<file path="src/rtl/launch_gate.sv">
module launch_gate #(
  parameter int MAXF = 6,
  parameter logic [MAXF-1:0] CVEC = 6'b101100,
  parameter int CNT_W = 32,
  localparam int LAT_W = $clog2(MAXF + 2)
) (
  input  logic             clk,
  input  logic             rst_n,
  input  logic             req_i,
  output logic             grant_o,
  output logic [LAT_W-1:0] lat_o,
  output logic [CNT_W-1:0] starts_o,
  output logic [CNT_W-1:0] cycles_o
);

  localparam logic [LAT_W-1:0] LAT_SAT = LAT_W'(MAXF + 1);

  logic [MAXF-1:0]  fb_q;
  logic [LAT_W-1:0] lat_q;
  logic [CNT_W-1:0] starts_q, cycles_q;

  assign grant_o  = req_i & ~fb_q[0];
  assign lat_o    = lat_q;
  assign starts_o = starts_q;
  assign cycles_o = cycles_q;

  always_ff @(posedge clk) begin
    if (!rst_n) begin
      fb_q     <= '0;
      lat_q    <= LAT_SAT;
      starts_q <= '0;
      cycles_q <= '0;
    end else begin
      fb_q     <= (fb_q >> 1) | (grant_o ? CVEC : '0);
      cycles_q <= cycles_q + CNT_W'(1);
      if (grant_o) begin
        lat_q    <= LAT_W'(1);
        starts_q <= starts_q + CNT_W'(1);
      end else if (lat_q != LAT_SAT) begin
        lat_q    <= lat_q + LAT_W'(1);
      end
    end
  end

  AST_NO_COLLISION: assert property (@(posedge clk) disable iff (!rst_n)
    (grant_o && lat_q <= LAT_W'(MAXF)) |-> !CVEC[lat_q - LAT_W'(1)]);

  AST_STATE_LOAD: assert property (@(posedge clk) disable iff (!rst_n)
    grant_o |=> ((fb_q & CVEC) == CVEC));

  AST_LAT_BOUND: assert property (@(posedge clk) disable iff (!rst_n)
    (lat_q >= LAT_W'(1)) && (lat_q <= LAT_SAT));

  AST_LAT_RESTART: assert property (@(posedge clk) disable iff (!rst_n)
    grant_o |=> (lat_q == LAT_W'(1)));

  AST_START_STEP: assert property (@(posedge clk) disable iff (!rst_n)
    grant_o |=> (starts_q == $past(starts_q) + CNT_W'(1)));

  AST_START_HOLD: assert property (@(posedge clk) disable iff (!rst_n)
    !req_i |=> $stable(starts_q));

  AST_CYCLE_STEP: assert property (@(posedge clk) disable iff (!rst_n)
    1'b1 |=> (cycles_q == $past(cycles_q) + CNT_W'(1)));

endmodule

</file>
<file path="config.mk">
export PLATFORM = sky130hd
export DESIGN_NAME = launch_gate
export DESIGN_NICKNAME = d
export VERILOG_FILES = /design/src/rtl/launch_gate.sv
export SDC_FILE = /design/constraint.sdc
export NUM_CORES = 1
export LEC_CHECK = 0
export BUFFER_PORTS_ARGS = -buffer_cell sky130_fd_sc_hd__buf_2
export CORE_MARGIN = 2
export CORE_UTILIZATION = 54
export DETAILED_ROUTE_END_ITERATION = 6
export GPL_ROUTABILITY_DRIVEN = 0
export GPL_TIMING_DRIVEN = 0
export HOLD_SLACK_MARGIN = 0.08
export PLACE_DENSITY = 0.79
export SYNTH_ARGS = -nofsm -noshare
export SYNTH_HDL_FRONTEND = slang
export SYNTH_SLANG_ARGS = --single-unit
</file>
<file path="constraint.sdc">
create_clock -name clk -period 2.35 [get_ports clk]
set_input_delay 0.235 -clock clk [delete_from_list [all_inputs] [get_ports clk]]
set_output_delay 0.235 -clock clk [all_outputs]
set_load 0.005 [all_outputs]
</file>
# Yosys cells after proc, flatten, opt, wreduce, memory -nomap -nowiden
# Index checks and enable logic that the tools add are counted.
# word_totals
reg_bits	73
latch_bits	0
ram_bits	0
rom_bits	0
in_bits	3
out_inout_bits	68
word_cells	18
n_memories	0
# classes
n_addsub	3
multipliers	0
n_div	0
magnitude_cmp	0
eq_ne	1
n_shift	0
n_mux	3
n_bitwise	4
n_reduce_logical	2
# ops
op	n
$add 32x1->32 const B	2
$mux 3	2
$mux 6	1
$or 5x6->6	1
$add 3x1->3 const B	1
$ne 3x3->1 const B	1
$not 1->1	2
$reduce_bool 2->1	1
$reduce_or 2->1	1
$and 1x1->1	1

# Longest topological paths before layout
# Gate-level depths: netlist of the first run.
# logic_depth
ltp_word	4
ltp_mapped	7
ltp_nobuf	5

# Least setup slack after synthesis of the first run
# OpenSTA, ideal clock, no wires.
# synth_path
path_type	reg2reg
start	register starts_q[6] (netlist: starts_o[6])
end	register starts_q[29] (netlist: starts_o[29])
setup_ns	0.070
t_arrival_ns	1.880
t_required_ns	2.280
setup_slack_ns	0.400
stages_incl_launch_ff	6
n_path_buf	1
period_less_slack_ns	1.950
cell_sequence	dfxtp_1 nand4_4 or4_4 buf_6 or4_1 a21oi_1
# synth_between
elab_chain_len	1
# synth_lines
element	line	text
start: declaration	20	logic [CNT_W-1:0] starts_q, cycles_q;
start signal: assignment	38	starts_q <= starts_q + CNT_W'(1);
$add 32x1->32	38	
# Every way passes these cells.
# A chain may end at the register's enable or synchronous reset.

# Final worst setup path of the first run
# layout_path
start	register starts_q[7] (netlist: starts_o[7])
end	register starts_q[26] (netlist: starts_o[26])
# The elaborated chain is that of the path after synthesis.

==> impl_metrics.csv, run 1 <==
group,metric,value,unit
floorplan,rows,28,
clock_tree,cts.sinks,73,
sta,post-route-min-period,2.183,ns
drt,wl_per_cell,14.87,um
drt,drc,0,
logic_synthesis,synth_warnings,0,
drt,drtIter0Drc,144,
logic_synthesis,yosysSeqAreaShare,44.04,%
grt,top_usage_layer,"met2",
clock_tree,cts_hold_buf,0,
power,total_leakage_power,1.493,nW
power,combPwrFrac,4.2,%
floorplan,fp.dieH,82.39,um
final_layout,fin_nets,462,
setup_path,cp.required,2.58,ns
setup_path,criticalPathCategory,"reg2reg",
place,placed_area,3762,sq um
power,p_int,2.010,mW
final_layout,final_cell_mix,"72 x dfxtp_1, 71 x buf_2, 32 x nor2_1, 32 x a21oi_1, 28 x or4_1",
power,pwr_density_cell,644.6,nW/um^2
status,status,"finished, final reports clean",
final_layout,seq_area,1463,sq um
grt,globalRouteOverflowTotal,0,
sta,fmax,458.1,MHz
min_path,worst_hold_path_type,"in2reg",
grt,grt.total_usage,24.02,%
final_layout,design_area,4008,sq um
clock_tree,path_clk_slew,0.08,ns
final_layout,multi_input_area,1725,sq um
sta,fin_setup_tns,0,ns
final_layout,num_antenna_cells,0,
clock_tree,cts_tree,"done",
drt,ant_nets,0,
drt,vias,3167,
sta,finClkSkew,0.01159,ns
grt,use_met2,36.37,%
setup_path,crit_path_end_kind,"register",
power,ir_worst_vdd,0.0004901,V
logic_synthesis,synth.distinct_cells,36,
grt,grt_util_met3,5.761,%
sta,setup_viol,0,
clock_tree,cts_root_buffer,"clkbuf_8",
drt,vias_per_cell,5.920,
min_path,min_path_cells,3,
power,switchingPower,0.5732,mW
logic_synthesis,synthCells,375,
floorplan,die-width,82.39,um
floorplan,core_area,5921,sq um
place,dpl.hpwl,5402,um
logic_synthesis,syn_area,3318,sq um
final_layout,synthToLayoutAreaGrowth,20.78,%
clock_tree,clock_path_buffers,2,
power,switching_share,22.19,%
grt,grt_pass1_vias,2667,
setup_path,arrival,2.41,ns
sta,rsz0062_at_grt,"no",
clock_tree,cts_htree_levels,3,
floorplan,dieArea,6788,sq um
setup_path,worst_setup_path_start_kind,"register",
run,cap_violations,0,
logic_synthesis,ys_ff_latch,73,
clock_tree,cts-buffers-inserted,9,
drt,wl,7958,um
grt,antenna_found_initial,0,
sta,fin_crit_sh,92.88,%
power,power.share.sequential,49.5,%
logic_synthesis,avgSynthCellArea,8.848,sq um
grt,grt_pass1_wl,12530,um
setup_path,rr_worst_depth,6,
logic_synthesis,synth_nets,382,
sta,hold-worst-slack,0.1987,ns
clock_tree,postCtsSetupRepairBufs,0,
sta,worst_pin_slew,0.5227,ns
grt,grt_max_degree,14,
clock_tree,cts_resized,0,
sta,hold_viol_final,0,
sta,max_slew_margin,65.16,%
floorplan,design.portCount,71,
clock_tree,insertion_delay,0.36,ns
final_layout,finalCoreUtilization,67.69,%
grt,met1_usage,32.22,%
floorplan,initial_core_util,56.04,%
place,port_buffers,70,
final_layout,drive_gt1_share,21.30,%
power,p_clk_share,46.3,%
final_layout,final_common_cell,"dfxtp_1",
final_layout,fillers,487,
setup_path,cp_max_fo,10,
sta,drv_slew,0,
drt,first_pass_iters,5,
[through the flow]
| step | setup slack, ns | cells | power [mW] |
|---|---|---|---|
| after floorplan | 0.3996 | 375 | 1.372 |
| after global placement | 0.2340 | 520 | 1.408 |
| after detailed placement | 0.1963 | 520 | 1.415 |
| after CTS | 0.1693 | 536 | 2.599 |
| after global routing | 0.03684 | 535 | 2.665 |
| final | 0.1673 | 535 | 2.583 |
[worst paths after layout]
check        slack [ns]      endpoint        start
min reg2reg        0.45       fb_q[0]      fb_q[1]
max                0.17  starts_o[26]  starts_o[7]
min                0.20  cycles_o[29]        rst_n
max reg2reg        0.17  starts_o[26]  starts_o[7]
[layout make-up]
class                           count  share of cell area, %
Timing Repair Buffer               70                  8.742
Clock inverter                      7                  2.966
Buffer                             19                  2.373
Sequential cell                    73                  36.50
Inverter                           10                 0.9366
Multi-Input combinational cell    272                  43.05
Clock buffer                        9                  3.091
Tap cell                           75                  2.342
[flip-flops by register name, summed over array words and instances, names as in the netlist]
register  cells
cycles_o     32
fb_q          6
lat_o         3
starts_o     32
[critical path, cell delays in order, from the launching register on]
cell and delay [ns]:
dfxtp_1 0.47, nand4_4 0.19, or4_4 0.59, buf_6 0.16, clkbuf_1 0.24, o31ai_1 0.30, a21oi_1 0.11
[layer usage]
layer	share of wire [%]	wire length, um
met1	47	3701
met4	1.1	91
met2	47	3766
met5	0	0
met3	5.0	398
[cell families (layout without fill, tap and decap cells)]
kind of cell / Yosys count / count (layout) / synth area share [%]
AND/OR/NAND/NOR: 168 / 168 / 29.19
multiplexers: 6 / 6 / 1.810
buffers and inverters: 30 / 115 / 4.110
adder cells (fa/ha/maj): 4 / 4 / 1.508
AO/OA/AOI/OAI: 68 / 68 / 12.48
flip-flops: 73 / 73 / 44.04
XOR/XNOR: 26 / 26 / 6.863
[cell usage after synthesis (all sizes together)]
cell / number / area share, %
o31ai: 25 / 5.7
xor2: 13 / 3.4
dfxtp: 73 / 44
and4b: 1 / 0.30
inv: 10 / 1.1
or4: 29 / 6.7
and2: 6 / 1.1
nor4: 6 / 1.1
xnor2: 13 / 3.4
o311ai: 1 / 0.26
nand3: 19 / 2.9
or2: 2 / 0.38
ha: 4 / 1.5
nor3: 4 / 0.60
nor3b: 1 / 0.23
o41ai: 2 / 0.53
or4b: 1 / 0.30
nand4: 18 / 3.8
nor2: 32 / 3.6
or3: 11 / 2.1
clkbuf: 16 / 1.8
and4: 5 / 1.3
buf: 4 / 1.2
nand2b: 4 / 0.75
mux2i: 6 / 1.8
a21oi: 32 / 4.8
nor2b: 1 / 0.19
nand4b: 2 / 0.53
and3: 2 / 0.38
nand2: 23 / 2.6
and3b: 1 / 0.26
o21ai: 8 / 1.2
[power by group through the flow]
stage                     Clock, mW  Sequential [mW]  Combinational [mW]
after floorplan                   0             1.30              0.0685
after global placement            0             1.30               0.104
after detailed placement          0             1.31               0.109
after CTS                      1.21             1.28               0.111
after global routing           1.26             1.28               0.123
final                          1.20             1.28               0.109
(Power assumes the default switching activity.)
==> run 2: changes to the inputs <==
--- a/config.mk
+++ b/config.mk
@@ -7,12 +7,12 @@
 export LEC_CHECK = 0
 export BUFFER_PORTS_ARGS = -buffer_cell sky130_fd_sc_hd__buf_2
 export CORE_MARGIN = 2
-export CORE_UTILIZATION = 54
+export CORE_UTILIZATION = 49
 export DETAILED_ROUTE_END_ITERATION = 6
 export GPL_ROUTABILITY_DRIVEN = 0
 export GPL_TIMING_DRIVEN = 0
 export HOLD_SLACK_MARGIN = 0.08
-export PLACE_DENSITY = 0.79
+export PLACE_DENSITY = 0.76
 export SYNTH_ARGS = -nofsm -noshare
 export SYNTH_HDL_FRONTEND = slang
 export SYNTH_SLANG_ARGS = --single-unit
==> constraint.sdc (replaced) <==
create_clock -name clk -period 2 [get_ports clk]
set_input_delay 0.2 -clock clk [delete_from_list [all_inputs] [get_ports clk]]
set_output_delay 0.2 -clock clk [all_outputs]
set_load 0.005 [all_outputs]
==> run 2 against run 1 <==
- the flow now finishes with violations (negative setup slack)
- sequential share of layout area fell by 0.55 points
- register-to-register slack got worse by 0.18 ns
- global-route usage fell by 1.6 points
- critical endpoint is now cycles_o[30]
- largest cell class unchanged
==> impl_metrics.csv, run 2 (synthesized netlist as in run 1, its figures left out) <==
group,metric,value,unit
setup_path,arrival,2.30,ns
drt,dr_wl_met2,3784,um
sta,worst_pin_slew,0.5496,ns
clock_tree,cts_tree,"done",
clock_tree,cts-buffers-inserted,9,
setup_path,criticalPathCategory,"reg2reg",
sta,finClkSkew,0.007995,ns
final_layout,finalCoreUtilization,65.48,%
sta,fin_ws,-0.01585,ns
drt,dr.max_layer_used,"met4",
floorplan,die-width,86.29,um
sta,setup_viol,1,
power,p_clk_share,44.9,%
sta,hold-worst-slack,0.1852,ns
final_layout,fillers,547,
drt,vias,3182,
final_layout,synthToLayoutAreaGrowth,27.45,%
sta,fmax,496.1,MHz
sta,fin_crit_sh,100.8,%
drt,drc,0,
power,pwr_density_cell,696.4,nW/um^2
place,port_buffers,70,
clock_tree,clock_path_buffers,2,
drt,wl_per_cell,15.30,um
drt,ant_nets,0,
grt,globalRouteOverflowTotal,0,
drt,wl_met1,3871,um
drt,vias_per_cell,5.860,
min_path,worst_hold_path_type,"in2reg",
power,switching_share,22.19,%
final_layout,num_antenna_cells,0,
drt,wl,8309,um
floorplan,rows,29,
drt,first_pass_iters,4,
power,p_int,2.292,mW
clock_tree,insertion_delay,0.35,ns
setup_path,crit_path_end_kind,"register",
clock_tree,cts.sinks,73,
status,status,"complete, but fails checks",
drt,drtIter0Drc,130,
clock_tree,cts_root_buffer,"clkbuf_8",
place,dpl.hpwl,5596,um
setup_path,worst_setup_path_start_kind,"register",
power,ir_worst_vdd,0.0006000,V
run,cap_violations,0,
final_layout,drive_gt1_share,33.69,%
setup_path,cp_max_fo,7,
sta,hold_viol_final,0,
power,switchingPower,0.6536,mW
setup_path,cp.required,2.28,ns
final_layout,fin_nets,468,
sta,max_slew_margin,63.36,%
floorplan,initial_core_util,51.38,%
grt,grt_pass1_vias,2837,
sta,rsz0062_at_grt,"yes",
final_layout,instances_no_fill,543,
clock_tree,path_clk_slew,0.08,ns
floorplan,fp.dieH,86.29,um
final_layout,final_cell_mix,"71 x buf_2, 46 x dfxtp_1, 32 x nor2_1, 26 x a21oi_1, 22 x nand2_1",
floorplan,design.portCount,71,
floorplan,dieArea,7446,sq um
place,dp.cells,522,
clock_tree,cts_hold_buf,0,
status,violations,"negative setup slack",
grt,grt.total_usage,22.40,%
floorplan,core_area,6459,sq um
grt,antenna_found_initial,0,
final_layout,final_common_cell,"buf_2",
sta,post-route-min-period,2.016,ns
grt,grt_pass1_wl,13340,um
sta,drv_slew,0,
power,power.share.sequential,50.6,%
sta,fin_setup_tns,-0.01585,ns
drt,dr_wl_met3,439,um
power,combPwrFrac,4.4,%
clock_tree,cts_htree_levels,3,
power,total_leakage_power,1.566,nW
grt,grt_max_degree,13,
==> run 2: per-layer routing <==
metal | GRT usage (%) | up-vias
li1 | - | 1564
met1 | 30.55 | 1510
met2 | 33.83 | 90
met3 | 6.381 | 18
met4 | 8.523 | 0
met5 | 0 | -
==> run 2: cell type report <==
class / count / area (sq um) / share of cell area [%]
Clock inverter: 5 / 77.57 / 1.834
Timing Repair Buffer: 77 / 402.9 / 9.527
Buffer: 18 / 108.9 / 2.574
Inverter: 10 / 37.54 / 0.8876
Multi-Input combinational cell: 272 / 1834 / 43.37
Sequential cell: 73 / 1520 / 35.95
Tap cell: 77 / 96.34 / 2.278
Clock buffer: 11 / 151.4 / 3.580
==> run 2: power by group through the flow <==
stage | Sequential [mW] | Combinational (mW) | Clock [mW]
after floorplan | 1.53 | 0.0805 | 0
after global placement | 1.53 | 0.122 | 0
after detailed placement | 1.53 | 0.128 | 0
after CTS | 1.50 | 0.129 | 1.35
after global routing | 1.50 | 0.150 | 1.41
final | 1.49 | 0.131 | 1.32
==> run 2: worst paths after layout <==
kind / from / end / slack [ns] / depth (start not counted)
setup / recovery: cycles_o[0] / cycles_o[30] / -0.02 / 5
hold / removal: rst_n / starts_o[31] / 0.19 / 3
setup reg to reg: cycles_o[0] / cycles_o[30] / -0.02 / 5
hold reg to reg: fb_q[5] / fb_q[4] / 0.44 / 1
==> run 2: metrics by stage <==
step	instance area, sq um	total power, mW	setup slack [ns]
after floorplan	3318	1.613	0.04960
after global placement	3765	1.654	-0.1130
after detailed placement	3765	1.661	-0.1610
after CTS	4054	2.974	0.0004641
after global routing	4229	3.053	-0.09957
final	4229	2.945	-0.01585
==> run 2: worst max-delay path: stages, from the launching register on <==
cell,delay (ns)
dfxtp_4,0.38
ha_4,0.16
nand4_1,0.18
or4_4,0.61
or4_4,0.50
a21oi_2,0.12
==> run 2: repair_timing <==
item | in CTS | in global routing
setup endpoints to repair | 25 | 29
pin swaps | 3 | 6
setup buffers | 2 | 5
resized for setup | 22 | 48
==> run 3: changes to the inputs <==
--- a/config.mk
+++ b/config.mk
@@ -12,6 +12,7 @@
 export GPL_ROUTABILITY_DRIVEN = 0
 export GPL_TIMING_DRIVEN = 0
 export HOLD_SLACK_MARGIN = 0.08
+export MAX_ROUTING_LAYER = met4
 export PLACE_DENSITY = 0.76
 export SYNTH_ARGS = -nofsm -noshare
 export SYNTH_HDL_FRONTEND = slang
==> constraint.sdc (replaced) <==
create_clock -name clk -period 1.8 [get_ports clk]
set_input_delay 0.18 -clock clk [delete_from_list [all_inputs] [get_ports clk]]
set_output_delay 0.18 -clock clk [all_outputs]
set_load 0.005 [all_outputs]
==> run 3 against run 2 <==
- the run still ends with negative setup slack left
- combinational power up 15%
- clock skew up 0.0052 ns
- first-iteration DRC count up 62%
- critical path type unchanged
- largest cell class unchanged
- highest routed layer unchanged
==> impl_metrics.csv, run 3 (synthesized netlist as in run 1, its figures left out) <==
group,metric,value,unit
grt,grt_pass1_vias,2973,
sta,post-route-min-period,1.927,ns
clock_tree,cts_hold_buf,0,
status,status,"complete, but fails checks",
place,port_buffers,70,
sta,worst_pin_slew,0.5743,ns
drt,drtIter0Drc,211,
power,p_clk_share,41.6,%
grt,antenna_found_initial,0,
setup_path,arrival,2.19,ns
clock_tree,clock_path_buffers,2,
power,total_leakage_power,1.831,nW
final_layout,fillers,450,
drt,vias,3346,
grt,grt_max_degree,12,
grt,grt_pass1_wl,14150,um
setup_path,cp.required,2.06,ns
drt,first_pass_iters,4,
grt,globalRouteOverflowTotal,0,
clock_tree,cts.sinks,73,
setup_path,cp_max_fo,4,
power,power.share.sequential,53.5,%
clock_tree,cts_root_buffer,"clkbuf_8",
floorplan,dieArea,7446,sq um
power,finalPower,3.078,mW
clock_tree,cts_tree,"done",
setup_path,r2r_end,"cycles_o[30]",
final_layout,num_antenna_cells,0,
setup_path,rr_worst_depth,6,
drt,vias_per_cell,5.829,
sta,rsz0062_at_grt,"yes",
final_layout,finalCoreUtilization,74.02,%
power,pwr_density_cell,643.7,nW/um^2
final_layout,drive_gt1_share,46.08,%
sta,drv_slew,0,
sta,setup_viol,20,
power,switchingPower,0.7098,mW
floorplan,die-width,86.29,um
final_layout,final_cell_mix,"70 x buf_2, 37 x dfxtp_1, 33 x buf_4, 32 x nor2_1, 23 x a21oi_1",
sta,hold_viol_final,0,
final_layout,final_common_cell,"buf_2",
clock_tree,cts-buffers-inserted,9,
grt,grt.total_usage,24.11,%
setup_path,criticalPathCategory,"reg2reg",
drt,drc,0,
sta,max_slew_margin,61.72,%
min_path,hold_start,"rst_n",
sta,fin_crit_sh,107.0,%
setup_path,ff2ff_setup_slack,-0.13,ns
clock_tree,cts_htree_levels,3,
setup_path,crit_path_end_kind,"register",
power,ir_worst_vdd,0.0005567,V
drt,ant_nets,0,
final_layout,fin_nets,499,
clock_tree,insertion_delay,0.34,ns
setup_path,worst_setup_path_start_kind,"register",
floorplan,fp.dieH,86.29,um
place,dpl.hpwl,5457,um
final_layout,synthToLayoutAreaGrowth,44.08,%
sta,fin_ws,-0.1268,ns
floorplan,design.portCount,71,
floorplan,initial_core_util,51.38,%
sta,fmax,519.0,MHz
floorplan,rows,29,
min_path,min_to,"cycles_o[28]",
clock_tree,path_clk_slew,0.08,ns
min_path,worst_hold_path_type,"in2reg",
setup_path,worst_r2r_startpoint,"cycles_o[8]",
min_path,min_path_cells,3,
drt,wl_per_cell,16.14,um
floorplan,core_area,6459,sq um
status,violations,"negative setup slack",
power,combPwrFrac,4.9,%
run,cap_violations,0,
power,switching_share,23.06,%
drt,wl,9266,um
power,p_int,2.368,mW
sta,finClkSkew,0.01318,ns
run 3: layout make-up:
| class | instances | area [sq um] | share of cell area [%] |
|---|---|---|---|
| well taps | 77 | 96.34 | 2.015 |
| inverters | 10 | 37.54 | 0.7851 |
| multi-input cells | 272 | 2068 | 43.26 |
| clock inverters | 3 | 40.04 | 0.8375 |
| plain buffers | 14 | 123.9 | 2.591 |
| repair buffers | 112 | 719.4 | 15.05 |
| flip-flops and latches | 73 | 1546 | 32.35 |
| clock buffers | 13 | 148.9 | 3.114 |
run 3: worst max-delay path by stage:
stage | start | to | slack [ns] | depth (start not counted)
2_1_floorplan | cycles_o[11] | cycles_o[19] | -0.01 | 6
3_3_place_gp | cycles_o[8] | cycles_o[26] | -0.17 | 7
3_5_place_dp | cycles_o[15] | cycles_o[22] | -0.18 | 7
4_1_cts | cycles_o[19] | cycles_o[31] | -0.15 | 5
5_1_grt | cycles_o[20] | cycles_o[31] | -0.21 | 4
6_report | cycles_o[8] | cycles_o[30] | -0.13 | 6
run 3: metrics by stage:
stage / area (sq um) / TNS [ns] / hold WS, ns / cells / setup slack [ns]
2_1_floorplan: 3402 / -0.02230 / 0.3239 / 375 / -0.01349
3_3_place_gp: 3849 / -3.246 / 0.4146 / 522 / -0.1661
3_5_place_dp: 3849 / -3.708 / 0.4245 / 522 / -0.1829
4_1_cts: 4379 / -1.432 / 0.1659 / 563 / -0.1503
5_1_grt: 4781 / -3.167 / 0.1884 / 574 / -0.2074
6_report: 4781 / -1.457 / 0.1975 / 574 / -0.1268
run 3: power groups by stage:
| stage | Combinational, mW | Sequential, mW | Clock [mW] |
|---|---|---|---|
| final | 0.151 | 1.65 | 1.28 |
| after global routing | 0.174 | 1.65 | 1.38 |
| after CTS | 0.150 | 1.65 | 1.29 |
| after detailed placement | 0.143 | 1.70 | 0 |
| after global placement | 0.138 | 1.70 | 0 |
| after floorplan | 0.0908 | 1.70 | 0 |
run 3: worst max-delay path, cell delays in order, from the launching register on:
cell and delay [ns]:
dfxtp_4 0.36, nand3_2 0.08, or4_4 0.51, buf_4 0.16, buf_6 0.11, or4_4 0.49
a21oi_1 0.14
run 3: repair_timing:
item                                    CTS  global route
pin swaps                                28            26
gates resized for setup                  38            73
cloned                                    3             1
buffers inserted                         24            14
endpoints found under the setup margin   31            33
run 3: metal layers:
layer,GRT usage [%],share of wire (%),wire [um]
met5,-,0,0
met4,6.676,1.1,106
met3,6.000,4.4,410
met2,35.80,47,4357
met1,32.91,47,4391
